### src/rtl/act_pkg.sv
package act_pkg;
  typedef enum logic [1:0] {
    FN_RELU  = 2'd0,
    FN_RELU6 = 2'd1,
    FN_LEAKY = 2'd2,
    FN_RSVD  = 2'd3
  } act_fn_e;

  typedef enum logic [1:0] {
    OP_CONV   = 2'd0,
    OP_DW     = 2'd1,
    OP_DECONV = 2'd2,
    OP_SPARE  = 2'd3
  } op_kind_e;
endpackage

### src/rtl/act_resolve.sv
module act_resolve
  import act_pkg::*;
#(
  parameter bit LEAKY_EN = 1'b1
) (
  input  logic [1:0] fn_req,
  input  logic [1:0] op_req,
  output act_fn_e    fn_eff,
  output logic       refused
);
  act_fn_e  fn_in;
  op_kind_e op_in;

  always_comb begin
    fn_in   = act_fn_e'(fn_req);
    op_in   = op_kind_e'(op_req);
    fn_eff  = FN_RELU;
    refused = 1'b0;
    case (fn_in)
      FN_RELU:  fn_eff = FN_RELU;
      FN_RELU6: fn_eff = FN_RELU6;
      FN_LEAKY: begin
        if (!LEAKY_EN || op_in == OP_DW) begin
          fn_eff  = FN_RELU;
          refused = 1'b1;
        end else begin
          fn_eff = FN_LEAKY;
        end
      end
      default: begin
        fn_eff  = FN_RELU;
        refused = 1'b1;
      end
    endcase
  end
endmodule

### src/rtl/act_leaky.sv
module act_leaky #(
  parameter int ACC_W       = 24,
  parameter int SLOPE_NUM   = 26,
  parameter int SLOPE_SHIFT = 8
) (
  input  logic signed [ACC_W-1:0] x,
  output logic signed [ACC_W-1:0] y
);
  localparam int PW = ACC_W + SLOPE_SHIFT;

  function automatic logic signed [ACC_W-1:0] slope_round(input logic signed [ACC_W-1:0] v);
    logic signed [PW-1:0] ve;
    logic signed [PW-1:0] prod;
    ve   = PW'(v);
    prod = ve * $signed(PW'(SLOPE_NUM)) + $signed(PW'(1 << (SLOPE_SHIFT - 1)));
    return ACC_W'(prod >>> SLOPE_SHIFT);
  endfunction

  assign y = x[ACC_W-1] ? slope_round(x) : x;
endmodule

### src/rtl/act_core.sv
module act_core
  import act_pkg::*;
#(
  parameter int ACC_W  = 24,
  parameter int FRAC_W = 4,
  parameter int OUT_W  = 8
) (
  input  logic signed [ACC_W-1:0] x,
  input  logic signed [ACC_W-1:0] leaky_y,
  input  act_fn_e                 fn,
  input  logic [FRAC_W-1:0]       frac,
  output logic signed [OUT_W-1:0] y
);
  localparam int SIX_W = 4 + (1 << FRAC_W);
  localparam int CW    = ((ACC_W > SIX_W) ? ACC_W : SIX_W) + 1;
  localparam logic signed [CW-1:0] OMAX = CW'((1 << (OUT_W - 1)) - 1);
  localparam logic signed [CW-1:0] OMIN = -OMAX - CW'(1);

  function automatic logic signed [CW-1:0] six_level(input logic [FRAC_W-1:0] f);
    return $signed(CW'(6) << f);
  endfunction

  function automatic logic signed [OUT_W-1:0] sat_out(input logic signed [CW-1:0] v);
    if (v > OMAX)      return OUT_W'(OMAX);
    else if (v < OMIN) return OUT_W'(OMIN);
    else               return OUT_W'(v);
  endfunction

  logic signed [CW-1:0] xw, lw, six, act_w;

  always_comb begin
    xw  = CW'(x);
    lw  = CW'(leaky_y);
    six = six_level(frac);
    case (fn)
      FN_LEAKY: act_w = lw;
      FN_RELU6: act_w = xw[CW-1] ? '0 : ((xw > six) ? six : xw);
      default:  act_w = xw[CW-1] ? '0 : xw;
    endcase
    y = sat_out(act_w);
  end
endmodule

### src/rtl/act_pipe_reg.sv
module act_pipe_reg #(
  parameter int W = 8
) (
  input  logic         clk,
  input  logic         rst_n,
  input  logic         en,
  input  logic         d_valid,
  input  logic [W-1:0] d,
  output logic         q_valid,
  output logic [W-1:0] q
);
  always_ff @(posedge clk or negedge rst_n) begin
    if (!rst_n) begin
      q_valid <= 1'b0;
      q       <= '0;
    end else if (en) begin
      q_valid <= d_valid;
      if (d_valid) q <= d;
    end
  end
endmodule

### src/rtl/cnn_act_unit.sv
module cnn_act_unit
  import act_pkg::*;
#(
  parameter int ACC_W    = 24,
  parameter int FRAC_W   = 4,
  parameter int OUT_W    = 8,
  parameter bit LEAKY_EN = 1'b1
) (
  input  logic              clk,
  input  logic              rst_n,
  input  logic              in_valid,
  output logic              in_ready,
  input  logic [ACC_W-1:0]  in_acc,
  input  logic [1:0]        in_fn,
  input  logic [1:0]        in_op,
  input  logic [FRAC_W-1:0] frac_pos,
  output logic              out_valid,
  input  logic              out_ready,
  output logic [OUT_W-1:0]  out_act,
  output logic              out_err,
  output logic              err_sticky
);
  localparam int S1_W = 2 * ACC_W + 2 + FRAC_W + 1;
  localparam int S2_W = OUT_W + 1;

  logic                    adv;
  logic                    in_fire;
  act_fn_e                 fn_eff;
  logic                    req_refused;
  logic signed [ACC_W-1:0] leaky_in;

  logic                    s1_valid;
  logic [S1_W-1:0]         s1_d, s1_q;
  logic signed [ACC_W-1:0] s1_x, s1_leaky;
  act_fn_e                 s1_fn;
  logic [FRAC_W-1:0]       s1_frac;
  logic                    s1_bad;
  logic signed [OUT_W-1:0] s1_y;

  logic                    s2_valid;
  logic [S2_W-1:0]         s2_q;

  assign adv     = !s2_valid || out_ready;
  assign in_fire = in_valid && adv;
  assign in_ready = adv;

  act_resolve #(.LEAKY_EN(LEAKY_EN)) i_resolve (
    .fn_req (in_fn),
    .op_req (in_op),
    .fn_eff (fn_eff),
    .refused(req_refused)
  );

  generate
    if (LEAKY_EN) begin : g_leaky
      act_leaky #(.ACC_W(ACC_W)) i_leaky (
        .x(in_acc),
        .y(leaky_in)
      );
    end else begin : g_no_leaky
      assign leaky_in = '0;
    end
  endgenerate

  assign s1_d = {in_acc, leaky_in, fn_eff, frac_pos, req_refused};

  act_pipe_reg #(.W(S1_W)) i_stage1 (
    .clk    (clk),
    .rst_n  (rst_n),
    .en     (adv),
    .d_valid(in_valid),
    .d      (s1_d),
    .q_valid(s1_valid),
    .q      (s1_q)
  );

  always_comb begin
    s1_x     = s1_q[S1_W-1 -: ACC_W];
    s1_leaky = s1_q[S1_W-ACC_W-1 -: ACC_W];
    s1_fn    = act_fn_e'(s1_q[FRAC_W+2 -: 2]);
    s1_frac  = s1_q[FRAC_W:1];
    s1_bad   = s1_q[0];
  end

  act_core #(.ACC_W(ACC_W), .FRAC_W(FRAC_W), .OUT_W(OUT_W)) i_core (
    .x      (s1_x),
    .leaky_y(s1_leaky),
    .fn     (s1_fn),
    .frac   (s1_frac),
    .y      (s1_y)
  );

  act_pipe_reg #(.W(S2_W)) i_stage2 (
    .clk    (clk),
    .rst_n  (rst_n),
    .en     (adv),
    .d_valid(s1_valid),
    .d      ({s1_y, s1_bad}),
    .q_valid(s2_valid),
    .q      (s2_q)
  );

  assign out_valid = s2_valid;
  assign out_act   = s2_q[S2_W-1:1];
  assign out_err   = s2_q[0];

  always_ff @(posedge clk or negedge rst_n) begin
    if (!rst_n)                      err_sticky <= 1'b0;
    else if (in_fire && req_refused) err_sticky <= 1'b1;
  end
endmodule

### config.mk
export PLATFORM = sky130hd
export DESIGN_NAME = cnn_act_unit
export DESIGN_NICKNAME = d
export VERILOG_FILES = /design/src/rtl/act_pkg.sv /design/src/rtl/act_resolve.sv /design/src/rtl/act_leaky.sv /design/src/rtl/act_core.sv /design/src/rtl/act_pipe_reg.sv /design/src/rtl/cnn_act_unit.sv
export SDC_FILE = /design/constraint.sdc
export NUM_CORES = 1
export LEC_CHECK = 0
export BUFFER_PORTS_ARGS = -buffer_cell sky130_fd_sc_hd__clkbuf_2
export CORE_MARGIN = 2
export CORE_UTILIZATION = 41
export DETAILED_ROUTE_END_ITERATION = 6
export MAX_ROUTING_LAYER = met4
export PLACE_DENSITY = 0.68
export SLEW_MARGIN = 20
export SYNTH_ARGS = -nofsm -noshare
export SYNTH_HDL_FRONTEND = slang
export SYNTH_HIERARCHICAL = 1
export SYNTH_SLANG_ARGS = --single-unit
export TNS_END_PERCENT = 20
### constraint.sdc
create_clock -name clk -period 4.3 [get_ports clk]
set_input_delay 0.645 -clock clk [delete_from_list [all_inputs] [get_ports clk]]
set_output_delay 0.645 -clock clk [all_outputs]
set_load 0.005 [all_outputs]
== Yosys cells after proc, flatten, opt, wreduce, memory -nomap -nowiden ==
Index checks and enable logic that the tools add are counted.
Word-level totals
  word-level logic and storage cells: 35
  memory bits (writable): 0
  register bits after elaboration: 67
  bits in latches: 0
  memory bits (read-only): 0
  memories kept: 0
Operators by class
  bitwise logic cells: 0
  $mul: 1
  divide/modulo/power cells: 0
  multiplexer cells: 11
  shifts and indexed selects: 1
  add/sub/neg operators: 1
  reduce and logical (&&, ||, !) cells: 8
  equal/unequal tests: 5
  order comparisons: 3
Operators by type and width (number)
  $mux 25: 2
  $pmux 25 s2: 1
  $add 32x9->32 const B: 1
  $mul 24x5->29 const B: 1
  $gt 24x25->1: 1
  $gt 25x8->1 const B: 1
  $lt 25x8->1 const B: 1
  $shl 3x4->25 const A: 1
  $mux 24: 1
  $mux 23: 1
  $mux 8: 2
  $eq 2x1->1 const B: 3
  $eq 2x2->1 const B: 2
  $pmux 2 s2: 1
  $reduce_and 2->1: 2
  $logic_and 1x1->1: 2
  $logic_not 2->1: 1
  $mux 2: 1
  $pmux 1 s2: 1
  $reduce_or 2->1: 1
  $logic_not 1->1: 1
  $logic_or 1x1->1: 1
  $mux 1: 1

== Logic depth before layout (Yosys ltp) ==
  word-level depth: 8
  depth in mapped cells: 18
  depth with buffers taken out: 16

== Cells and area by module ==
The synthesis kept the hierarchy.
Modules (own cells, without submodules)
  act_leaky: area an instance 3480.8 um2, cells an instance 472, times used 1, sequential area each 0.0 um2
  act_pipe_reg (i_stage1): area an instance 2240.9 um2, cells an instance 120, times used 1, sequential area each 1401.3 um2
  act_core: area an instance 1466.4 um2, cells an instance 215, times used 1, sequential area each 0.0 um2
  act_pipe_reg (i_stage2): area an instance 371.6 um2, cells an instance 22, times used 1, sequential area each 250.2 um2
  act_resolve: area an instance 78.8 um2, cells an instance 8, times used 1, sequential area each 0.0 um2
  cnn_act_unit: area an instance 47.5 um2, cells an instance 3, times used 1, sequential area each 25.0 um2

== Worst setup path after synthesis ==
OpenSTA, ideal clock, no wires.
  path kind: input -> register
  start point: input in_acc[4]
  end point: register i_stage1.q[27]
  slack: -0.527 ns
  data arrival time: 4.702 ns
  stages on the path: 17
  setup time: 0.125 ns
  cell sequence: ha_1 ha_1 inv_1 fa_1 inv_1 ha_1 buf_6 a21o_1 or3_1 o22a_1 xor2_1 and3_1 nand4_1 or3_1 or2_0 a221o_1 mux2_4
On the way
  longest elaborated chain between the ends: 3
Ends and longest elaborated chain
  start: declaration: RTL line cnn_act_unit.sv:13  | input logic [ACC_W-1:0] in_acc,
  $mul 24x5->29: RTL line act_leaky.sv:15  | prod = ve * $signed(PW'(SLOPE_NUM)) + $signed(PW'(1 << (SLOPE_SHIFT - 1)));
  $add 32x9->32: RTL line act_leaky.sv:15
  $mux 24: RTL line act_leaky.sv:19  | assign y = x[ACC_W-1] ? slope_round(x) : x;
  via leaky_in[20]: RTL line cnn_act_unit.sv:30  | logic signed [ACC_W-1:0] leaky_in;
  end signal: assignment: RTL line act_pipe_reg.sv:15  | q <= '0;
  end signal: assignment: RTL line act_pipe_reg.sv:18  | if (d_valid) q <= d;
  end: declaration: RTL line act_pipe_reg.sv:10  | output logic [W-1:0] q
The timed path passes the listed nets, and every way through them passes these cells.
A chain may end at the register's enable or synchronous reset.

== Final worst setup path ==
  start point: input in_acc[7]
  end point: register i_stage1.q[27]
Same word-level chain as after synthesis.

==> impl_metrics.toml <==
[floorplan]
rows = 50
floorplan.core_area_mm2 = 0.01858
floorplan.die.height_um = 140.9
dieArea_mm2 = 0.01986
top_level_ports = 48
initial_core_util_pct = 41.37
dieWidth_um = 140.9

[setup_path]
worst_r2r_startpoint = "i_stage1/q[2]$_DFFE_PN0P_"
setup_cp_type = "in -> reg"
max_stage_delay_cell_worst_path = "sky130_fd_sc_hd__fa_1"
setup.worst_path.start = "in_acc[7]"
worst_setup_path_start_kind = "input pin"
worstPathRequired_ns = 4.51
crit_path_frequent_cell = "sky130_fd_sc_hd__ha_4"
critPathCaptureType = "flop"
cp_max_fo = 5
critPathArrivalTime_ns = 4.82
cp_peak_stage_delay_ns = 0.53
worstPathCellList = "clkbuf_4 -> ha_4 -> ha_1 -> inv_1 -> fa_1 -> inv_2 -> ha_4 -> buf_6 -> nand2_4 -> or4_1 -> a21o_1 -> nand4_1 -> nor4b_4 -> nand4b_1 -> or3_4 -> or2_0 -> a221o_1 -> mux2_4"

[routing]
drc_errors = 0
dr.pass1.iters = 5
via_count = 7161
drt_iter0_markers = 417
drt_wl_total_mm = 22.48
post_drt_via_cell_ratio = 5.517
routedWlPerCell_um = 17.32
route.antenna.remaining_nets = 0

[synthesis]
ys_warn_count = 6
synth_sequential_area_ratio_pct = 21.81
most_area_hungry_cell_type_in_the_yosys_netlist = "sky130_fd_sc_hd__dfrtp_1"
ys_ff_latch = 67
netlist_area_mm2 = 0.007686
post_synth.cell_area_avg_um2 = 9.150
mapped_nets = 992
synth_top_area_share_pct = 21.81
main_area_contributors_after_synthesis = "sky130_fd_sc_hd__dfrtp_1 (22%), sky130_fd_sc_hd__ha_1 (15%), sky130_fd_sc_hd__mux2_4 (7.6%)"
synth_ff_type = "sky130_fd_sc_hd__dfrtp_1"
synth_edf_count = 0
synthesized_netlist_cell_count = 840
synth.distinct_cells = 88
async_s_r_ff_share_synth_pct = 100.0

[sta]
worst_pin_slew_ns = 0.9018
clock_skew_ns = 0.009147
final_period_minus_worst_setup_slack_ns = 4.608
worst_slack_ns = -0.3080
fmax_mhz = 217.0
fin_setup_tns_ns = -1.793
finalHoldViolations = 0
timing.max_slew.rel_slack_pct = 39.88
share_of_the_clock_period_used_by_the_worst_path_after_layout_pct = 107.2
rsz0062_at_grt = "yes"
finalSetupViolCount = 12
slew_viol_final = 0

[global_route]
first_pass_grt_wire_length_mm = 35.80
grt_start_max_net_pins = 57
vias_in_the_first_global_route = 7230
globalRoute.totalOverflow = 0
groute.usage.overall_pct = 22.84
grt_antenna_before_repair = 0

[pwr]
power.ir.vdd_worst_mv = 0.1867
power.density_cell_area_mw_per_mm2 = 472.2
total_leakage_power_nw = 4.971

[place]
placed_cells_incl_taps = 1253
dp_hpwl_mm = 16.25
buffer_ports.inserted = 47
place.gp.congestion = 0.8910

[cts]
clockBufferDepth = 2
cts_tree = "done"
worstSkewPairLatency_ns = 0.33
h_tree_depth_reported_by_cts = 3
cts-buffers-inserted = 9
cts_root_buf = "sky130_fd_sc_hd__clkbuf_16"
cts_clk_pin_slew_worst_paths_ns = 0.06
cts_num_sinks = 67

[cells_and_area]
most-common-layout-cells = "sky130_fd_sc_hd__buf_4 (181), sky130_fd_sc_hd__inv_1 (104), sky130_fd_sc_hd__dfrtp_1 (67), sky130_fd_sc_hd__ha_1 (59), sky130_fd_sc_hd__nor2_1 (45)"
final.fill_count = 1465
mostFrequentLayoutCell = "sky130_fd_sc_hd__buf_4"
num_antenna_cells = 0
finalNetCount = 1211
final-seq-area_mm2 = 0.001677
stdcell_count = 1298
synthToLayoutAreaGrowth_pct = 40.03
area_occupied_by_multi_input_gates_mm2 = 0.006217
final_core_util_pct = 57.93
drive_gt1_share_pct = 42.67

[flow_run]
max-cap-violations = 0

[status]
outcome = "finished with violations"
violations = "negative setup slack"

[worst_hold_path]
hold_path_class = "in -> async"
## stage by stage
step,hold WS (ns),cell area [µm²],power (W),worst slack (ns)
floorplan,0.3494,7731,0.002613,-0.4177
global route,0.3915,10760,0.005407,-0.4020
CTS,0.3453,10540,0.004870,-0.2075
global placement,0.4494,9296,0.003664,-0.9072
detailed placement,0.4639,9296,0.003708,-0.9601
finish,0.3413,10760,0.005082,-0.3080
## worst max-delay path: cells and delay by family
| kind | cells | cell delay (ns) |
|---|---|---|
| AOI/OAI and AO/OA | 2 | 0.52 |
| adders and majority gates | 4 | 1.22 |
| buffers and inverters | 4 | 0.39 |
| muxes | 1 | 0.27 |
| and+or+nand+nor | 7 | 1.77 |
## routing by layer
layer | wire length, µm | vias to the layer above | global-route usage [%]
li1 | - | 3429 | -
met1 | 9671 | 3489 | 27.13
met2 | 11450 | 189 | 40.13
met3 | 771 | 54 | 2.514
met4 | 584 | 0 | 8.263
met5 | 0 | - | -
## state kept, by name, indices dropped and copies added, names as in the netlist
| name | count |
|---|---|
| i_stage1/q | 55 |
| i_stage1/q_valid | 1 |
| i_stage2/q_valid | 1 |
| err_sticky | 1 |
| i_stage2/q | 9 |
## where the power goes
part | switching, W | internal (W)
clock | 0.000264 | 0.000461
combinational | 0.00160 | 0.00178
sequential | 0.000168 | 0.000815
## repair_timing
item | in CTS | in global routing
pin swaps | 58 | 30
setup buffers | 25 | 5
hold buffers | 0 | 0
resized for setup | 128 | 34
setup endpoints to repair | 14 | 23
## synthesized netlist by cell type, drive strengths merged, types with 5 or more instances
| cell type | n |
|---|---|
| nand4 | 11 |
| nor3b | 5 |
| a22o | 6 |
| xnor2 | 19 |
| dfrtp | 67 |
| nand2 | 50 |
| buf | 18 |
| a211oi | 10 |
| o21a | 9 |
| o211ai | 11 |
| or4 | 5 |
| fa | 22 |
| mux2 | 66 |
| a21o | 11 |
| or3 | 9 |
| a22oi | 10 |
| ha | 94 |
| o21ai | 24 |
| nor3 | 19 |
| clkbuf | 13 |
| xor2 | 16 |
| mux2i | 8 |
| and4 | 5 |
| o221ai | 5 |
| nor2 | 49 |
| inv | 117 |
| nor2b | 6 |
| nor4 | 10 |
| a21oi | 49 |
| a31oi | 5 |
| nand2b | 5 |
| and3 | 6 |
| nand3 | 28 |
## path summary, 6_finish.rpt
path | cells after the start | endpoint | slack [ns]
setup / recovery | 18 | i_stage1/q[27]$_DFFE_PN0P_ | -0.31
hold / removal | 1 | i_stage1/q[34]$_DFFE_PN0P_ | 0.34
setup reg to reg | 15 | i_stage2/q[3]$_DFFE_PN0P_ | 0.10
hold reg to reg | 1 | err_sticky$_DFFE_PN0P_ | 0.47
max in group asynchronous | 2 | i_stage1/q[48]$_DFFE_PN0P_ | 3.02
min in group clk | 1 | err_sticky$_DFFE_PN0P_ | 0.47
## cells by family after synthesis
| kind of cell | synth area share (%) |
|---|---|
| AOI/OAI and AO/OA | 16.43 |
| xor gates and xnor gates | 3.988 |
| adders and majority gates | 21.03 |
| buffers and inverters | 8.221 |
| DFF | 21.81 |
| muxes | 12.62 |
| and+or+nand+nor | 15.90 |
## area by class of cell
cell class	instances	area share, %
multi-input combinational	624	57.77
timing repair buffer	239	17.08
sequential	67	15.58
inverter	118	4.115
tap	234	2.720
clock buffer	11	2.255
clock inverter	5	0.4883
(Power assumes the default switching activity.)
